## src/rtl/fcs_pkg.sv

```systemverilog
`timescale 1ns/1ps
package fcs_pkg;

    // number of candidate voltage levels evaluated per decision
    localparam int unsigned N_CAND = 5;

    typedef logic [2:0] lvl_code_t;

    // code of the zero-voltage candidate, also the reset value
    localparam lvl_code_t LVL_ZERO = 3'd4;

    typedef enum logic {
        ST_IDLE = 1'b0,
        ST_EVAL = 1'b1
    } fcs_state_e;

    // how a candidate voltage is built from the two capacitor voltages
    typedef struct packed {
        logic is_zero;
        logic negate;
        logic add_second;
    } cand_sel_t;

    function automatic cand_sel_t cand_decode(lvl_code_t code);
        cand_sel_t s;
        s = '0;
        case (code)
            3'd0: s = '0;
            3'd1: s.add_second = 1'b1;
            3'd2: s.negate = 1'b1;
            3'd3: begin
                s.negate     = 1'b1;
                s.add_second = 1'b1;
            end
            default: s.is_zero = 1'b1;
        endcase
        return s;
    endfunction

endpackage

```

## src/rtl/fcs_seq.sv

```systemverilog
`timescale 1ns/1ps
module fcs_seq
    import fcs_pkg::*;
#(
    parameter int unsigned NC = fcs_pkg::N_CAND
) (
    input  logic      clk_i,
    input  logic      rst_i,
    input  logic      start_i,
    output logic      go_o,
    output logic      eval_o,
    output logic      first_o,
    output logic      last_o,
    output lvl_code_t idx_o
);

    localparam lvl_code_t LAST_IDX = lvl_code_t'(NC - 1);

    fcs_state_e state_q;
    lvl_code_t  idx_q;

    assign go_o    = start_i && (state_q == ST_IDLE);
    assign eval_o  = (state_q == ST_EVAL);
    assign first_o = (idx_q == '0);
    assign last_o  = (idx_q == LAST_IDX);
    assign idx_o   = idx_q;

    always_ff @(posedge clk_i) begin
        if (rst_i) begin
            state_q <= ST_IDLE;
            idx_q   <= '0;
        end else begin
            case (state_q)
                ST_IDLE: begin
                    if (start_i) begin
                        state_q <= ST_EVAL;
                        idx_q   <= '0;
                    end
                end
                ST_EVAL: begin
                    if (idx_q == LAST_IDX) begin
                        state_q <= ST_IDLE;
                        idx_q   <= '0;
                    end else begin
                        idx_q <= idx_q + 3'd1;
                    end
                end
                default: state_q <= ST_IDLE;
            endcase
        end
    end

endmodule

```

## src/rtl/fcs_cand_cost.sv

```systemverilog
`timescale 1ns/1ps
module fcs_cand_cost
    import fcs_pkg::*;
#(
    parameter int IW     = 16,
    parameter int GW     = 16,
    parameter int GF     = 12,
    parameter int AW     = 8,
    parameter int K_STEP = 1024,
    parameter int WEIGHT = 3
) (
    input  lvl_code_t                    idx_i,
    input  logic signed [IW-1:0]         vc1_i,
    input  logic signed [IW-1:0]         vc2_i,
    input  logic signed [IW+GW+1:0]      base_i,
    input  logic signed [IW-1:0]         ref_i,
    output logic        [IW+AW:0]        cost_o
);

    localparam int VW = IW + 1;
    localparam int PW = IW + GW + 2;
    localparam int EW = IW + 1;
    localparam int CW = EW + AW;
    localparam logic signed [PW-1:0] P_MAX = PW'((longint'(1) << (IW - 1)) - 1);
    localparam logic signed [PW-1:0] P_MIN = -P_MAX - PW'(1);

    cand_sel_t sel;
    assign sel = cand_decode(idx_i);

    // candidate voltage from the captured capacitor voltages
    logic signed [VW-1:0] a_w, b_w, pair, v_cand;
    assign a_w    = VW'(vc1_i);
    assign b_w    = VW'(vc2_i);
    assign pair   = sel.add_second ? (a_w + b_w) : a_w;
    assign v_cand = sel.is_zero ? '0 : (sel.negate ? -pair : pair);

    // shared multiplier: voltage step of the Euler model
    logic signed [PW-1:0] v_wide, step_k, prod, sum;
    assign v_wide = PW'(v_cand);
    assign step_k = PW'(K_STEP);
    assign prod   = v_wide * step_k;
    assign sum    = base_i + (prod >>> GF);

    logic signed [IW-1:0] pred;
    always_comb begin
        if (sum > P_MAX) begin
            pred = P_MAX[IW-1:0];
        end else if (sum < P_MIN) begin
            pred = P_MIN[IW-1:0];
        end else begin
            pred = sum[IW-1:0];
        end
    end

    // weighted absolute tracking error
    logic signed [EW-1:0] diff;
    logic        [EW-1:0] mag;
    assign diff   = EW'(pred) - EW'(ref_i);
    assign mag    = diff[EW-1] ? EW'(-diff) : EW'(diff);
    assign cost_o = CW'(mag) * CW'(WEIGHT);

endmodule

```

## src/rtl/fcs_argmin.sv

```systemverilog
`timescale 1ns/1ps
module fcs_argmin
    import fcs_pkg::*;
#(
    parameter int CW = 25
) (
    input  logic          clk_i,
    input  logic          rst_i,
    input  logic          eval_i,
    input  logic          first_i,
    input  logic          last_i,
    input  lvl_code_t     idx_i,
    input  logic [CW-1:0] cost_i,
    output lvl_code_t     level_o,
    output logic          done_o,
    output logic [CW-1:0] best_o
);

    logic [CW-1:0] best_q;
    lvl_code_t     bidx_q;
    logic          take;
    lvl_code_t     win;

    // strict compare keeps the earlier (lower) code on equal cost
    assign take   = first_i || (cost_i < best_q);
    assign win    = take ? idx_i : bidx_q;
    assign best_o = best_q;

    always_ff @(posedge clk_i) begin
        if (rst_i) begin
            best_q  <= '0;
            bidx_q  <= LVL_ZERO;
            level_o <= LVL_ZERO;
            done_o  <= 1'b0;
        end else begin
            done_o <= 1'b0;
            if (eval_i) begin
                if (take) begin
                    best_q <= cost_i;
                    bidx_q <= idx_i;
                end
                if (last_i) begin
                    level_o <= win;
                    done_o  <= 1'b1;
                end
            end
        end
    end

endmodule

```

## src/rtl/fcs_level_picker.sv

```systemverilog
`timescale 1ns/1ps
module fcs_level_picker
    import fcs_pkg::*;
#(
    parameter int IW     = 16,
    parameter int GW     = 16,
    parameter int GF     = 12,
    parameter int AW     = 8,
    parameter int K_STEP = 1024,
    parameter int K_DAMP = 256,
    parameter int WEIGHT = 3
) (
    input  logic                 clk_i,
    input  logic                 rst_i,
    input  logic                 start_i,
    input  logic signed [IW-1:0] i_meas_i,
    input  logic signed [IW-1:0] vc1_i,
    input  logic signed [IW-1:0] vc2_i,
    input  logic signed [IW-1:0] i_ref_i,
    output logic [2:0]           level_o,
    output logic                 done_o
);

    localparam int PW = IW + GW + 2;
    localparam int CW = IW + 1 + AW;

    logic      go, eval, first, last;
    lvl_code_t idx;

    fcs_seq #(.NC(N_CAND)) u_seq (
        .clk_i   (clk_i),
        .rst_i   (rst_i),
        .start_i (start_i),
        .go_o    (go),
        .eval_o  (eval),
        .first_o (first),
        .last_o  (last),
        .idx_o   (idx)
    );

    // current-dependent part of the prediction, shared by all candidates
    logic signed [PW-1:0] i_wide, damp_k, damp_prod, base_d, base_q;
    assign i_wide    = PW'(i_meas_i);
    assign damp_k    = PW'(K_DAMP);
    assign damp_prod = i_wide * damp_k;
    assign base_d    = i_wide - (damp_prod >>> GF);

    logic signed [IW-1:0] vc1_q, vc2_q, ref_q;

    always_ff @(posedge clk_i) begin
        if (rst_i) begin
            base_q <= '0;
            vc1_q  <= '0;
            vc2_q  <= '0;
            ref_q  <= '0;
        end else if (go) begin
            base_q <= base_d;
            vc1_q  <= vc1_i;
            vc2_q  <= vc2_i;
            ref_q  <= i_ref_i;
        end
    end

    logic [CW-1:0] cost;
    logic [CW-1:0] best_cost;
    lvl_code_t     level_q;

    fcs_cand_cost #(
        .IW(IW), .GW(GW), .GF(GF), .AW(AW), .K_STEP(K_STEP), .WEIGHT(WEIGHT)
    ) u_cost (
        .idx_i  (idx),
        .vc1_i  (vc1_q),
        .vc2_i  (vc2_q),
        .base_i (base_q),
        .ref_i  (ref_q),
        .cost_o (cost)
    );

    fcs_argmin #(.CW(CW)) u_argmin (
        .clk_i   (clk_i),
        .rst_i   (rst_i),
        .eval_i  (eval),
        .first_i (first),
        .last_i  (last),
        .idx_i   (idx),
        .cost_i  (cost),
        .level_o (level_q),
        .done_o  (done_o),
        .best_o  (best_cost)
    );

    assign level_o = level_q;

endmodule

```

## config.mk

```make
export PLATFORM = sky130hd
export DESIGN_NAME = fcs_level_picker
export DESIGN_NICKNAME = d
export VERILOG_FILES = /design/src/rtl/fcs_pkg.sv /design/src/rtl/fcs_seq.sv /design/src/rtl/fcs_cand_cost.sv /design/src/rtl/fcs_argmin.sv /design/src/rtl/fcs_level_picker.sv
export SDC_FILE = /design/constraint.sdc
export NUM_CORES = 1
export LEC_CHECK = 0
export ABC_AREA = 1
export BUFFER_PORTS_ARGS = -buffer_cell sky130_fd_sc_hd__buf_4
export CORE_MARGIN = 2
export CORE_UTILIZATION = 67
export DETAILED_ROUTE_END_ITERATION = 12
export PLACE_DENSITY = 0.95
export SLEW_MARGIN = 20
export SYNTH_ARGS = -nofsm -noshare
export SYNTH_HDL_FRONTEND = slang
export SYNTH_SLANG_ARGS = --single-unit
```

## constraint.sdc

```tcl
create_clock -name clk_i -period 22 [get_ports clk_i]
set_clock_uncertainty 0.15 [all_clocks]
set_input_delay 4.4 -clock clk_i [delete_from_list [all_inputs] [get_ports clk_i]]
set_output_delay 4.4 -clock clk_i [all_outputs]
set_load 0.01 [all_outputs]
```

# == Word level (Yosys, flattened, before mapping) ==
# Cells that the tools add are included.
# word_totals
latch_bits,0
memories,0
reg_bits,112
romBits,0
inputBits,67
output_inout_bits,4
ramBits,0
wordCells,52
# op_classes
mux,16
n_lt_le_gt_ge,3
div_mod_pow,0
n_addsub,7
shifts,0
eq_ne,5
reduce_logical,9
bitwise,1
n_mul,1
# ops
op,count
$mux 17,4
$add 34x15->34,1
$gt 34x16->1 const B,1
$lt 34x16->1 const B,1
$neg 17->17,2
$mux 16,2
$lt 19x19->1,1
$mul 17x2->19 const B,1
$add 16x16->17,1
$sub 16x12->17,1
$sub 16x16->17,1
$mux 3,3
$eq 3x2->1 const B,2
$pmux 3 s2,1
$reduce_or 2->1,3
$mux 1,5
$reduce_and 2->1,2
$reduce_or 4->1,1
$add 3x1->3 const B,1
$eq 3x1->1 const B,1
$eq 3x3->1 const B,1
$logic_not 3->1,1
$ne 2x2->1 const B,1
$pmux 1 s2,1
3 further kinds,3

# == Depth between registers and ports, before layout ==
# logic_depth
ltp_word,18
ltp_mapped,78
ltp_nobuf,75

# == Cells and area by module ==
# From an unflattened synthesis, not the netlist that was laid out.
# unflattened
hier_cells,1875
hier_area_um2,11473.5
# by_module_without_submodules
mod,area_each_um2,instances,seq_area_each_um2,cells_each
fcs_cand_cost,6033.3,1,0.0,1081
fcs_level_picker,3281.9,1,1301.2,498
fcs_argmin,1938.1,1,640.6,264
fcs_seq,220.2,1,80.1,32

# == Least setup slack after synthesis ==
# No wires, ideal clock.
# synth_timing
kind,register to register
start,reg vc1_q[0]
end,reg u_argmin.best_q[16] (netlist: u_argmin.best_o[16])
setup_slack_ns,11.759
period_less_slack_ns,10.241
t_arrival_ns,9.982
stages_incl_launch_ff,71
path_buffers,3
setup_ns,0.109
t_required_ns,21.741
cell_sequence,dfxtp_1 ha_1 inv_1 fa_1 nand3b_1 nand2_1 nand2_1 nand2_1 a21oi_1 o21ai_1 xor2_1 nand2_1 o21ai_0 inv_1 nand3_4 a21oi_1 a211oi_1 ha_1 [... 35 more ...] o21ai_0 nand3_2 o21ai_2 nand2_1 nand3_1 nand2_1 ha_1 nand2_1 inv_1 o21ai_0 o211ai_1 nand2_1 nand2_1 inv_1 clkbuf_1 nand3_1 nand2_1 inv_1
# synth_between
elab_chain_cells,16
elab_cells_between_ends,17
cone_classes,add/sub (5); mul (1); order compare (3); mux (6); reduce/logical (2)
# synth_rtl
item,line_no,text
start: declaration,fcs_level_picker.sv:48,"logic signed [IW-1:0] vc1_q, vc2_q, ref_q;"
start signal: assignment,fcs_level_picker.sv:58,vc1_q <= vc1_i;
$add 16x16->17,fcs_cand_cost.sv:34,assign pair = sel.add_second ? (a_w + b_w) : a_w;
$mux 17 (*),fcs_cand_cost.sv:34,
$neg 17->17,fcs_cand_cost.sv:35,assign v_cand = sel.is_zero ? '0 : (sel.negate ? -pair : pair);
$mux 17 (*) (2 in a row),fcs_cand_cost.sv:35,
$add 34x15->34 (*),fcs_cand_cost.sv:42,assign sum = base_i + (prod >>> GF);
$lt 34x16->1,fcs_cand_cost.sv:48,end else if (sum < P_MIN) begin
$mux 16,fcs_cand_cost.sv:48,
$mux 16 (*),fcs_cand_cost.sv:46,if (sum > P_MAX) begin
$sub 16x16->17 (*),fcs_cand_cost.sv:58,assign diff = EW'(pred) - EW'(ref_i);
$neg 17->17,fcs_cand_cost.sv:59,assign mag = diff[EW-1] ? EW'(-diff) : EW'(diff);
$mux 17 (*),fcs_cand_cost.sv:59,
$mul 17x2->19 (*),fcs_cand_cost.sv:60,assign cost_o = CW'(mag) * CW'(WEIGHT);
net cost[17],fcs_level_picker.sv:64,logic [CW-1:0] cost;
$lt 19x19->1 (*),fcs_argmin.sv:25,assign take = first_i || (cost_i < best_q);
$logic_or 1x1->1 (*),fcs_argmin.sv:25,
$reduce_and 2->1 (no source line) (*),n/a,
end signal: assignment,fcs_argmin.sv:39,best_q <= cost_i;
end: declaration,fcs_argmin.sv:19,logic [CW-1:0] best_q;
# Mark *: on every way through the listed nets, which the timed path passes. The rest lies on a longest branch.
# A chain may end at the register's enable or synchronous reset.

# == Worst setup path after layout ==
# layout_timing
start,reg vc1_q[0]
end,reg u_argmin.best_q[0] (netlist: u_argmin.best_o[0])
# Same word-level chain as after synthesis.

==> flow_summary.yaml <==
routing:
  ant_nets: 0
  dr.pass1.iters: 5
  wl_per_cell_um: 13.60
  drt-total-wl_mm: 21.96
  drtIter0Drc: 799
  drc: 0
  dr_total_vias: 9162
  vias_per_cell: 5.677
synth:
  ys_ff_latch: 95
  synth_cells: 1385
  synthArstFlopShare: 0
  avgSynthCellArea_um2: 6.558
  synthFlopType: "dfxtp_1"
  syn_nets: 1564
  synth_warnings: 0
  synth_area_um2: 9082
  ys_seq_area_frac: 0.2094
  synth.distinct_cells: 58
  synth-edff-count: 0
floorplanning:
  rows: 42
  initial_core_util: 0.6858
  die_height_um: 120.4
  die_area_um2: 14500
  die_w_um: 120.4
  coreArea_um2: 13240
  io_pins: 71
clocking:
  ctsResizeCount: 0
  cts_tree: "yes"
  path_clk_slew_ps: 70
  ctsHoldBuffers: 0
  cts_max_level: 3
  numCtsBuffers: 9
  cts-root-buf: "clkbuf_16"
  tritoncts_num_sinks: 95
  clock_path_buffers: 2
  postCtsSetupBuffers: 0
  insertion_delay_ps: 360
run_status:
  status: "finished clean"
layout:
  multi_input_area_um2: 6185
  fill_cells: 1011
  syn2layout_area_growth_pct: 10.21
  antenna_cells: 0
  final-seq-area_um2: 1902
  layout-drive-gt1-share: 0.1140
  finalNetCount: 1613
grt:
  overflow: 0
  grt_pass1_wl_mm: 37.27
  grt_max_degree: 90
  antenna_found_initial: 0
  grtUsageTotal: 0.3084
  grt_pass1_vias: 8450
worst_setup_path:
  cpMostUsedCell: "nand2_1"
  r2r-end: "u_argmin.best_o[0]"
  critPathRequiredTime_ps: 22090
  cp_slowest_cell: "nand2_1"
  worstReg2RegStart: "vc1_q[0]"
  cpPeakStageDelay_ps: 690
  cp_max_fo: 32
  worst_r2r_path_depth: 66
  cp-start-kind: "flop"
  r2r_setup_slack_ps: 9470
  path_class: "reg2reg"
  crit_arrival_ps: 12620
  endpoint_kind: "flop"
placed_design:
  dpl.hpwl_mm: 16.91
  gp_congestion: 0.9801
  pre_cts_ws_ps: 9814
  port_buffers: 70
timing:
  finalHoldViolCount: 0
  rsz0062_at_grt: "no"
  setup_ws_ps: 9470
  tns_ps: 0
  setup_viol: 0
  fmax_mhz: 79.81
  worstMarginPinSlew_ps: 897.2
  period_minus_slack_ps: 12530
  slew_headroom: 0.4004
  slew_viol_final: 0
  min_period_over_period: 0.5695
min_path:
  hold_class: "reg2reg"
  holdPathEnd: "ref_q[3]"
  min_from: "ref_q[3]"
  min_path_cells: 2
run:
  maxCapViolCount: 0
## metal layers
metal  global-route usage  up-vias  wire, µm
li1                     -     4615         -
met1               0.3877     4170      9581
met2               0.5343      327     10520
met3              0.04292       50      1247
met4               0.1177        0       609
met5                    0        -         0
## registers in the layout (all words and copies together), names as in the netlist
signal	flops
u_seq.idx_o	3
u_argmin.level_o	3
ref_q	16
vc2_q	16
base_q	17
u_seq.eval_o	1
u_argmin.bidx_q	3
vc1_q	16
u_argmin.done_o	1
u_argmin.best_o	19
## placed cells by master (no fill, tap or decap), types with 8 or more instances in the layout
master / count
nand3_1: 69
xnor2_1: 24
nand2_2: 19
nand2_1: 264
buf_4: 73
o21ai_0: 122
ha_1: 105
xor2_1: 32
dfxtp_1: 95
inv_2: 8
clkbuf_16: 9
nor2_1: 122
a21oi_1: 141
nand3_2: 11
inv_1: 214
nand4_1: 16
## cells in the mapped netlist (all sizes together), types with 5 or more instances
cell type	instances	area [µm²]
a211oi	6	45.04
a21oi	144	732.0
buf	6	43.79
clkbuf	29	108.9
dfxtp	95	1902
fa	7	140.1
ha	105	1314
inv	222	833.3
nand2	288	1164
nand3	82	490.5
nand3b	7	52.55
nand4	16	100.1
nor2	132	535.5
nor3	6	30.03
o21a	6	45.04
o21ai	133	699.4
o21bai	5	41.29
o31ai	5	37.54
or2	5	31.28
xnor2	24	210.2
xor2	32	280.3
## worst max-delay path, delay by kind of cell, from the launching register on
family / cells / cell delay [ps]
AOI/OAI and AO/OA: 23 / 4520
DFF: 1 / 350
adders and majority gates: 8 / 2710
buffers and inverters: 6 / 890
xor gates and xnor gates: 3 / 580
and+or+nand+nor: 26 / 3220
## stage by stage
step,hold WS [ps],area (µm²),std cells,utilization
2_1_floorplan,285.3,9082,1385,-
6_report,314.4,10010,1614,0.7559
5_1_grt,335.2,10010,1614,0.7559
3_3_place_gp,297.4,9701,1599,0.7325
4_1_cts,314.4,10010,1614,0.7559
3_5_place_dp,305.0,9701,1599,0.7325
## worst max path at each step
stage,end,startpoint,depth (start not counted)
floorplan,u_argmin.best_o[16],vc1_q[0],70
global placement,u_argmin.best_o[13],vc1_q[0],65
detailed placement,u_argmin.best_o[0],vc1_q[0],66
CTS,u_argmin.best_o[0],vc1_q[0],66
global route,u_argmin.best_o[0],vc2_q[0],64
finish,u_argmin.best_o[0],vc1_q[0],66
## final cells by class
cell class | instances | area share
Clock inverter | 2 | 0.003875
Multi-Input combinational cell | 1030 | 0.6179
Timing Repair Buffer | 73 | 0.05475
Clock buffer | 13 | 0.02700
Inverter | 225 | 0.08450
Tap cell | 176 | 0.02200
Sequential cell | 95 | 0.1900
## cell families after synthesis
| kind of cell | count (synthesis) | share of synthesized area |
|---|---|---|
| buffers and inverters | 260 | 0.1099 |
| XOR/XNOR | 56 | 0.05400 |
| AO/OA/AOI/OAI | 320 | 0.1967 |
| flip-flops | 95 | 0.2094 |
| adder cells (fa/ha/maj) | 112 | 0.1601 |
| AND/OR/NAND/NOR | 541 | 0.2688 |
| multiplexers | 1 | 0.001102 |
Power is not shown: default switching activity piles up to over one toggle a cycle in this logic, so the estimate is an artifact.
